`config.mk`:
```
export PLATFORM = sky130hd
export DESIGN_NAME = baud_nco_gen
export DESIGN_NICKNAME = d
export VERILOG_FILES = /design/src/rtl/baud_nco_pkg.sv /design/src/rtl/baud_nco_phase.sv /design/src/rtl/baud_nco_div.sv /design/src/rtl/baud_nco_gen.sv
export SDC_FILE = /design/constraint.sdc
export NUM_CORES = 1
export LEC_CHECK = 0
export BUFFER_PORTS_ARGS = -buffer_cell sky130_fd_sc_hd__buf_2
export CAP_MARGIN = 20
export CORE_MARGIN = 2
export CORE_UTILIZATION = 58
export CTS_CLUSTER_DIAMETER = 100
export DETAILED_ROUTE_END_ITERATION = 10
export PLACE_DENSITY = 0.86
export SYNTH_ARGS = -nofsm -noshare
export SYNTH_HDL_FRONTEND = slang
export SYNTH_SLANG_ARGS = --single-unit
```
`constraint.sdc`:
```
create_clock -name clk -period 2.4 [get_ports clk]
set_clock_uncertainty 0.15 [all_clocks]
set_input_delay 0.48 -clock clk [delete_from_list [all_inputs] [get_ports clk]]
set_output_delay 0.48 -clock clk [all_outputs]
set_load 0.02 [all_outputs]
```
`src/rtl/baud_nco_pkg.sv`:
```
package baud_nco_pkg;
  localparam int unsigned NCO_W_DEF   = 16;
  localparam int unsigned ACC_W_DEF   = 20;
  localparam int unsigned OS_LOG2_DEF = 4;
endpackage

```
`src/rtl/baud_nco_phase.sv`:
```
module baud_nco_phase #(
  parameter int unsigned NCO_W = baud_nco_pkg::NCO_W_DEF,
  parameter int unsigned LOW_W = baud_nco_pkg::ACC_W_DEF - baud_nco_pkg::OS_LOG2_DEF
) (
  input  logic             clk,
  input  logic             rst_n,
  input  logic             enable,
  input  logic [NCO_W-1:0] inc,
  output logic             wrap
);
  localparam int unsigned SUM_W = LOW_W + 1;

  logic [LOW_W-1:0] acc_q;
  logic [SUM_W-1:0] sum;

  function automatic logic [SUM_W-1:0] phase_add(input logic [LOW_W-1:0] a,
                                                  input logic [NCO_W-1:0] b);
    return {1'b0, a} + SUM_W'(b);
  endfunction

  assign sum  = phase_add(acc_q, inc);
  assign wrap = enable & sum[LOW_W];

  always_ff @(posedge clk or negedge rst_n) begin
    if (!rst_n)       acc_q <= '0;
    else if (!enable) acc_q <= '0;
    else              acc_q <= sum[LOW_W-1:0];
  end
endmodule

```
`src/rtl/baud_nco_div.sv`:
```
module baud_nco_div #(
  parameter int unsigned CNT_W = baud_nco_pkg::OS_LOG2_DEF
) (
  input  logic clk,
  input  logic rst_n,
  input  logic enable,
  input  logic step,
  output logic wrap
);
  logic [CNT_W-1:0] cnt_q;

  assign wrap = enable & step & (&cnt_q);

  always_ff @(posedge clk or negedge rst_n) begin
    if (!rst_n)       cnt_q <= '0;
    else if (!enable) cnt_q <= '0;
    else if (step)    cnt_q <= cnt_q + 1'b1;
  end
endmodule

```
`src/rtl/baud_nco_gen.sv`:
```
module baud_nco_gen #(
  parameter int unsigned NCO_W   = baud_nco_pkg::NCO_W_DEF,
  parameter int unsigned ACC_W   = baud_nco_pkg::ACC_W_DEF,
  parameter int unsigned OS_LOG2 = baud_nco_pkg::OS_LOG2_DEF
) (
  input  logic             clk,
  input  logic             rst_n,
  input  logic             enable,
  input  logic [NCO_W-1:0] nco_val,
  output logic             baud_tick,
  output logic             os_tick
);
  localparam int unsigned LOW_W = ACC_W - OS_LOG2;

  logic os_wrap;
  logic baud_wrap;
  logic os_tick_q;
  logic baud_tick_q;

  baud_nco_phase #(.NCO_W(NCO_W), .LOW_W(LOW_W)) u_phase (
    .clk    (clk),
    .rst_n  (rst_n),
    .enable (enable),
    .inc    (nco_val),
    .wrap   (os_wrap)
  );

  generate
    if (OS_LOG2 > 0) begin : g_os
      baud_nco_div #(.CNT_W(OS_LOG2)) u_div (
        .clk    (clk),
        .rst_n  (rst_n),
        .enable (enable),
        .step   (os_wrap),
        .wrap   (baud_wrap)
      );
    end else begin : g_no_os
      assign baud_wrap = os_wrap;
    end
  endgenerate

  always_ff @(posedge clk or negedge rst_n) begin
    if (!rst_n) begin
      os_tick_q   <= 1'b0;
      baud_tick_q <= 1'b0;
    end else begin
      os_tick_q   <= os_wrap;
      baud_tick_q <= baud_wrap;
    end
  end

  assign os_tick   = os_tick_q;
  assign baud_tick = baud_tick_q;
endmodule

```
==> results of run 1 <==
-- cell usage after synthesis (3+ instances only) --
master and number:
and2_1 7, nor3_1 3, nor3b_1 3, ha_1 17, o21a_1 4, xnor2_1 3, inv_1 4, a21oi_1 18
nand2b_1 7, nand4_1 3, nand3_1 7, a21o_1 4, nand2_1 20, nor2_1 5, mux2i_1 7, o21ai_0 10
and3_1 5, dfrtp_1 22, clkbuf_1 3
-- sequential cells by signal, indices dropped and copies added, names as in the netlist --
register	cells
u_phase.acc_q	16
g_os.u_div.cnt_q	4
baud_tick	1
os_tick	1
-- worst paths after layout --
path                                startpoint             endpoint  cells past startpoint
max in group asynchronous                rst_n     u_phase.acc_q[1]                      2
hold / removal                      nco_val[0]     u_phase.acc_q[0]                      3
hold reg to reg            g_os.u_div.cnt_q[1]  g_os.u_div.cnt_q[1]                      2
min in group asynchronous                rst_n    u_phase.acc_q[15]                      2
setup reg to reg              u_phase.acc_q[0]    u_phase.acc_q[12]                      8
setup / recovery              u_phase.acc_q[0]    u_phase.acc_q[12]                      8
-- metrics by stage --
| stage | cells | setup slack, ps | TNS [ps] | hold slack (ps) |
|---|---|---|---|---|
| 2_1_floorplan | 188 | 60.26 | 0 | 34.41 |
| 3_3_place_gp | 245 | 54.14 | 0 | 320.4 |
| 3_5_place_dp | 245 | -4.062 | -4.812 | 330.5 |
| 4_1_cts | 250 | 204.5 | 0 | 346.8 |
| 5_1_grt | 250 | 21.80 | 0 | 336.4 |
| 6_report | 250 | 198.0 | 0 | 342.4 |
-- area by class of cell --
class	count	area, µm²
multi-input combinational	154	1115
fill	224	794.5
sequential	22	550.5
timing repair buffer	35	215.2
tap	31	38.79
clock inverter	1	30.03
clock buffer	3	22.52
inverter	4	15.01
-- cells in the final DEF, fill, tap and decap left out, types with 3 or more instances in the layout --
cell / synthesis / routed
xnor2_1: 3 / 3
o21a_1: 4 / 4
buf_4: 2 / 14
ha_1: 17 / 17
nand3_1: 7 / 7
inv_1: 4 / 4
mux2i_1: 7 / 7
and3_1: 5 / 5
buf_2: 2 / 20
nand2b_1: 7 / 7
and2_1: 7 / 7
nand2_1: 20 / 20
a21oi_1: 18 / 18
nand4_1: 3 / 3
dfrtp_1: 22 / 22
clkbuf_4: 0 / 3
nor2_1: 5 / 5
o21ai_0: 10 / 10
nor3_1: 3 / 3
a21o_1: 4 / 4
nor3b_1: 3 / 3
-- per-layer routing --
layer,GRT usage [%],routed length (µm)
met1,31.37,1664
met5,0,0
met4,10.96,87
met2,44.46,1943
met3,3.297,138
-- worst reg2reg max path, stage by stage, from the launching register on --
cell	delay, ps
dfrtp_1	360
ha_1	160
inv_1	50
fa_1	370
nand2b_1	190
a21o_1	190
a211oi_1	320
o21ai_0	120
and3_1	200
-- timing repair --
item                      CTS  global route
hold buffers                1             0
resized for setup           0             0
hold endpoints to repair   22             0
-- power breakdown --
group | internal, µW | switching, µW | leakage, µW
Clock | 169 | 130 | 0.0000279
Combinational | 616 | 712 | 0.000680
Sequential | 496 | 59.8 | 0.000286
-- cell families after synthesis --
kind of cell / after synthesis / synth area share [%]
and+or+nand+nor: 71 / 22.97
adders and majority gates: 18 / 13.52
buffers and inverters: 12 / 3.270
xor gates and xnor gates: 4 / 2.035
AOI/OAI and AO/OA: 53 / 21.29
muxes: 8 / 4.942
DFF: 22 / 31.98
==> flow_summary.json, run 1 <==
{
  "yosys_warnings": 0,
  "n_antenna_cell": 0,
  "reg2reg_slack_ps": 200,
  "drc": 0,
  "crit_path_start_kind": "flop",
  "synth_edf_count": 0,
  "post_cts_buffers": 0,
  "grt_pass1_wl_um": 6658,
  "period_minus_slack_ps": 2202,
  "max-vdd-ir-drop_mv": 0.7399,
  "postRouteWirelength_um": 3834,
  "gp_congestion": 0.8447,
  "ys_seq_area_share_pct": 31.98,
  "synth_top_cell_area_share_pct": 31.98,
  "worstPathMaxFanout": 3,
  "die-area_um2": 3420,
  "start_util_pct": 61.90,
  "maxSlewViolCount": 0,
  "dr.first_iter.drc_count": 68,
  "dieHeight_um": 58.48,
  "slew_headroom_pct": 66.23,
  "async_flop_share_pct": 100.0,
  "numCtsBuffers": 3,
  "min_path_type": "in -> reg",
  "period_share_pct": 91.75,
  "synth_area_um2": 1722,
  "grt_pass1_vias": 1531,
  "fin_area_um2": 1987,
  "htree_levels": 1,
  "placedInstanceArea_um2": 1924,
  "fin_util_pct": 71.44,
  "drive_above_1_share_pct": 23.74,
  "ant_nets": 0,
  "crit_chain": "ha_1 > inv_1 > fa_1 > nand2b_1 > a21o_1 > a211oi_1 > o21ai_0 > and3_1",
  "antenna_found_initial": 0,
  "rows": 19,
  "wl_per_cell_um": 15.34,
  "max_stage_delay_ps": 370,
  "path_class": "reg -> reg",
  "io_pins": 21,
  "hold_viol": 0,
  "dr.pass1.iters": 4,
  "crit_slowest_cell": "fa_1",
  "end_kind": "flop",
  "p_leak_uw": 0.0009937,
  "clk_latency_ps": 330,
  "critPathBufInv": 1,
  "synthTopCellsByArea": "dfrtp_1 32%, ha_1 12%, a21oi_1 5.2%, nand2_1 4.4%, mux2i_1 4.1%",
  "yosys.area.top_type": "dfrtp_1",
  "grt_usage_pct": 25.46,
  "syn_avg_cell_area_um2": 9.158,
  "crit_arrival_ps": 2290,
  "grt_max_degree": 31,
  "grt_overflow": 0,
  "rsz0062_at_grt": "no",
  "place.port_buffers": 20,
  "setup_viol": 0,
  "outcome": "finished clean",
  "clock_sinks": 22,
  "cp_top_family": "compound AO/OA/AOI/OAI gates",
  "synthCells": 188,
  "crit_required_ps": 2480,
  "synth_nets": 225,
  "die_w_um": 58.48,
  "cts.path.max_buffers": 2,
  "dp_hpwl_um": 3017,
  "power_uw": 2184,
  "root_buffer": "clkbuf_4",
  "tightest_slew_ps": 506.5,
  "dr_total_vias": 1558,
  "maxCapViolCount": 0,
  "syn2layout_area_growth_pct": 15.41,
  "cts_tree": "done",
  "synth_seq_cells": 22,
  "power_density_nw_per_um2": 1099,
  "fin_nets": 257,
  "coreArea_um2": 2781,
  "synth.distinct_cells": 47,
  "via_per_inst": 6.232,
  "max_freq_ghz": 0.4541,
  "clkTransAtPathRegs_ps": 140,
  "ys.flop_type": "dfrtp_1"
}
No activity file was read; power rests on OpenSTA's default activity.
==> run 2, diff against run 1 <==
--- a/config.mk
+++ b/config.mk
@@ -8,10 +8,11 @@
 export BUFFER_PORTS_ARGS = -buffer_cell sky130_fd_sc_hd__buf_2
 export CAP_MARGIN = 20
 export CORE_MARGIN = 2
-export CORE_UTILIZATION = 58
+export CORE_UTILIZATION = 56
 export CTS_CLUSTER_DIAMETER = 100
 export DETAILED_ROUTE_END_ITERATION = 10
-export PLACE_DENSITY = 0.86
+export PLACE_DENSITY = 0.84
 export SYNTH_ARGS = -nofsm -noshare
 export SYNTH_HDL_FRONTEND = slang
+export SYNTH_HIERARCHICAL = 1
 export SYNTH_SLANG_ARGS = --single-unit
==> constraint.sdc (replaced) <==
create_clock -name clk -period 2.47 [get_ports clk]
set_clock_uncertainty 0.15 [all_clocks]
set_input_delay 0.494 -clock clk [delete_from_list [all_inputs] [get_ports clk]]
set_output_delay 0.494 -clock clk [all_outputs]
set_load 0.02 [all_outputs]
==> flow_summary.json, run 2 <==
{
  "synth_fa_ha_area_share_pct": 15.71,
  "postRouteWirelength_um": 3234,
  "maxSlewViolCount": 0,
  "syn2layout_area_growth_pct": 26.77,
  "fin_area_um2": 1878,
  "critPathBufInv": 1,
  "antenna_found_initial": 0,
  "switching_share_pct": 39.88,
  "yosysMostFrequentCell": "dfrtp_1",
  "synth_top_cell_area_share_pct": 37.16,
  "synth_seq_cells": 22,
  "drc": 0,
  "power_density_nw_per_um2": 982.4,
  "clk_latency_ps": 310,
  "cpMostUsedCell": "a21oi_2",
  "synthTopCellsByArea": "dfrtp_1 37%, ha_1 14%, a21oi_1 3.7%, nor2_1 3.5%, xnor2_1 3.0%",
  "wl_per_cell_um": 14.25,
  "fin_nets": 235,
  "crit_path_start_kind": "flop",
  "muxShareOfSynthArea_pct": 2.703,
  "crit_slowest_cell": "dfrtp_1",
  "synth_compound_area_share_pct": 19.68,
  "placedInstanceArea_um2": 1788,
  "fin_setup_tns_ps": 0,
  "worst_hold_slack_ps": 350.0,
  "worstPathMaxFanout": 7,
  "pwr-share-seq_pct": 27.8,
  "synth_nets": 190,
  "place_ws_ps": -204.8,
  "intPower_uw": 1109,
  "dieHeight_um": 55.44,
  "gp_congestion": 0.9012,
  "start_util_pct": 59.26,
  "final_cell_mix": "22 x dfrtp_1, 20 x buf_2, 20 x buf_4",
  "end_kind": "flop",
  "pwr-share-comb_pct": 61.2,
  "hold_viol": 0,
  "coreArea_um2": 2500,
  "ys.flop_type": "dfrtp_1",
  "via_per_inst": 5.700,
  "max_stage_delay_ps": 390,
  "synth_top_family_by_area": "compound AO/OA/AOI/OAI gates",
  "die-area_um2": 3073,
  "synth-simple-area-share_pct": 16.39,
  "dr.pass1.iters": 4,
  "pwr-share-clk_pct": 10.9,
  "slew_headroom_pct": 66.39,
  "timing.final.ws_setup_ps": 70.15,
  "ant_nets": 0,
  "max-vdd-ir-drop_mv": 0.7962,
  "cp_top_family": "compound AO/OA/AOI/OAI gates",
  "die_w_um": 55.44,
  "dr.first_iter.drc_count": 31,
  "htree_levels": 1,
  "dp_hpwl_um": 2520,
  "largest_reg_flops": 16,
  "numCtsBuffers": 3,
  "synth.distinct_cells": 38,
  "maxCapViolCount": 0,
  "reg_top3": "u_phase/acc_q x16, g_os.u_div/cnt_q x4",
  "p_leak_uw": 0.0009367,
  "rsz0062_at_grt": "yes",
  "regMostFlops": "u_phase/acc_q",
  "min_path_type": "in -> reg",
  "ys_seq_area_share_pct": 37.16,
  "grt_pass1_wl_um": 5699,
  "cts.path.max_buffers": 2,
  "yosys.area.top_type": "dfrtp_1",
  "num-fill-cells": 181,
  "grt_usage_pct": 22.76,
  "synthXorXnorAreaFrac_pct": 5.321,
  "grt_pass1_vias": 1372,
  "max_freq_ghz": 0.4167,
  "tightest_slew_ps": 504.2,
  "grt_max_degree": 23,
  "async_flop_share_pct": 100.0,
  "cts_tree": "done",
  "crit_required_ps": 2560,
  "root_buffer": "clkbuf_4",
  "grt_overflow": 0,
  "mostFrequentLayoutCell": "dfrtp_1",
  "crit_chain": "ha_1 > a21oi_1 > and2_1 > a21oi_2 > a221oi_2 > nand3b_1 > a21oi_2 > buf_6 > a21bo_1 > a21oi_2",
  "yosys_warnings": 6,
  "synth_area_um2": 1481,
  "crit_arrival_ps": 2490,
  "syn_avg_cell_area_um2": 9.682,
  "period_share_pct": 97.16,
  "p_sw_uw": 735.7,
  "synth_top_cells_by_count": "22 x dfrtp_1, 17 x ha_1, 14 x nor2_1",
  "setup_viol": 0,
  "clkTransAtPathRegs_ps": 130,
  "dr_total_vias": 1294,
  "outcome": "finished clean",
  "synthCells": 153,
  "ff_latch_area_um2": 550.5,
  "power_uw": 1845,
  "n_antenna_cell": 0,
  "path_class": "reg -> reg",
  "drive_above_1_share_pct": 31.98,
  "rows": 18,
  "io_pins": 21,
  "clock_sinks": 22,
  "synth_edf_count": 0,
  "multi_input_area_um2": 948.4,
  "period_minus_slack_ps": 2400,
  "place.port_buffers": 20
}
## run 2: what timing repair did
action | CTS | global route
setup endpoints to repair | 0 | 5
hold buffers | 1 | 0
setup buffers | 0 | 2
gates resized for setup | 0 | 5
endpoints found under the hold margin | 22 | 0
## run 2: area by class of cell
type | instances | share of cell area [%]
inverters | 9 | 1.799
clock buffers | 4 | 1.932
well taps | 30 | 1.999
repair buffers | 42 | 14.46
flip-flops and latches | 22 | 29.31
multi-input cells | 120 | 50.50
## run 2: tightest hold or removal path, delay by kind of cell
kind | cells | cell delay [ps]
muxes | 1 | 60
buffers and inverters | 1 | 150
and+or+nand+nor | 1 | 70
## run 2: logic make-up (layout without fill, tap and decap cells)
family,count (synthesis),count (layout)
buffers and inverters,11,55
AND/OR/NAND/NOR,48,48
AO/OA/AOI/OAI,41,41
multiplexers,4,4
flip-flops,22,22
adder cells (fa/ha/maj),18,18
XOR/XNOR,9,9
## run 2: final timing paths
kind | to | slack, ps | start | cells past startpoint
worst max-delay path | g_os.u_div/cnt_q[2] | 70 | u_phase/acc_q[4] | 10
worst min-delay path | g_os.u_div/cnt_q[3] | 350 | enable | 3
worst max register to register | g_os.u_div/cnt_q[2] | 70 | u_phase/acc_q[4] | 10
worst min register to register | baud_tick | 420 | g_os.u_div/cnt_q[2] | 2
max in group asynchronous | u_phase/acc_q[5] | 1310 | rst_n | 2
min in group asynchronous | u_phase/acc_q[7] | 520 | rst_n | 2
## run 2: per-layer routing
metal / vias up / share of wire [%] / global-route usage, %
met3: 6 / 3.7 / 3.981
met5: - / 0 / 0
met2: 31 / 54 / 41.50
li1: 638 / - / -
met1: 619 / 41 / 25.34
met4: 0 / 1.2 / 10.80
## run 2: power groups by stage
stage	combinational (µW)	clock [µW]	sequential, µW
floorplan	735	0	517
global placement	1010	0	516
detailed placement	1060	0	522
CTS	1070	210	513
global route	1240	224	525
finish	1130	201	514
## run 2: through the flow
stage          instances  utilization [%]
6_report             227            75.13
5_1_grt              227            75.13
4_1_cts              225            73.37
3_5_place_dp         220            71.52
3_3_place_gp         220            71.52
2_1_floorplan        153                -
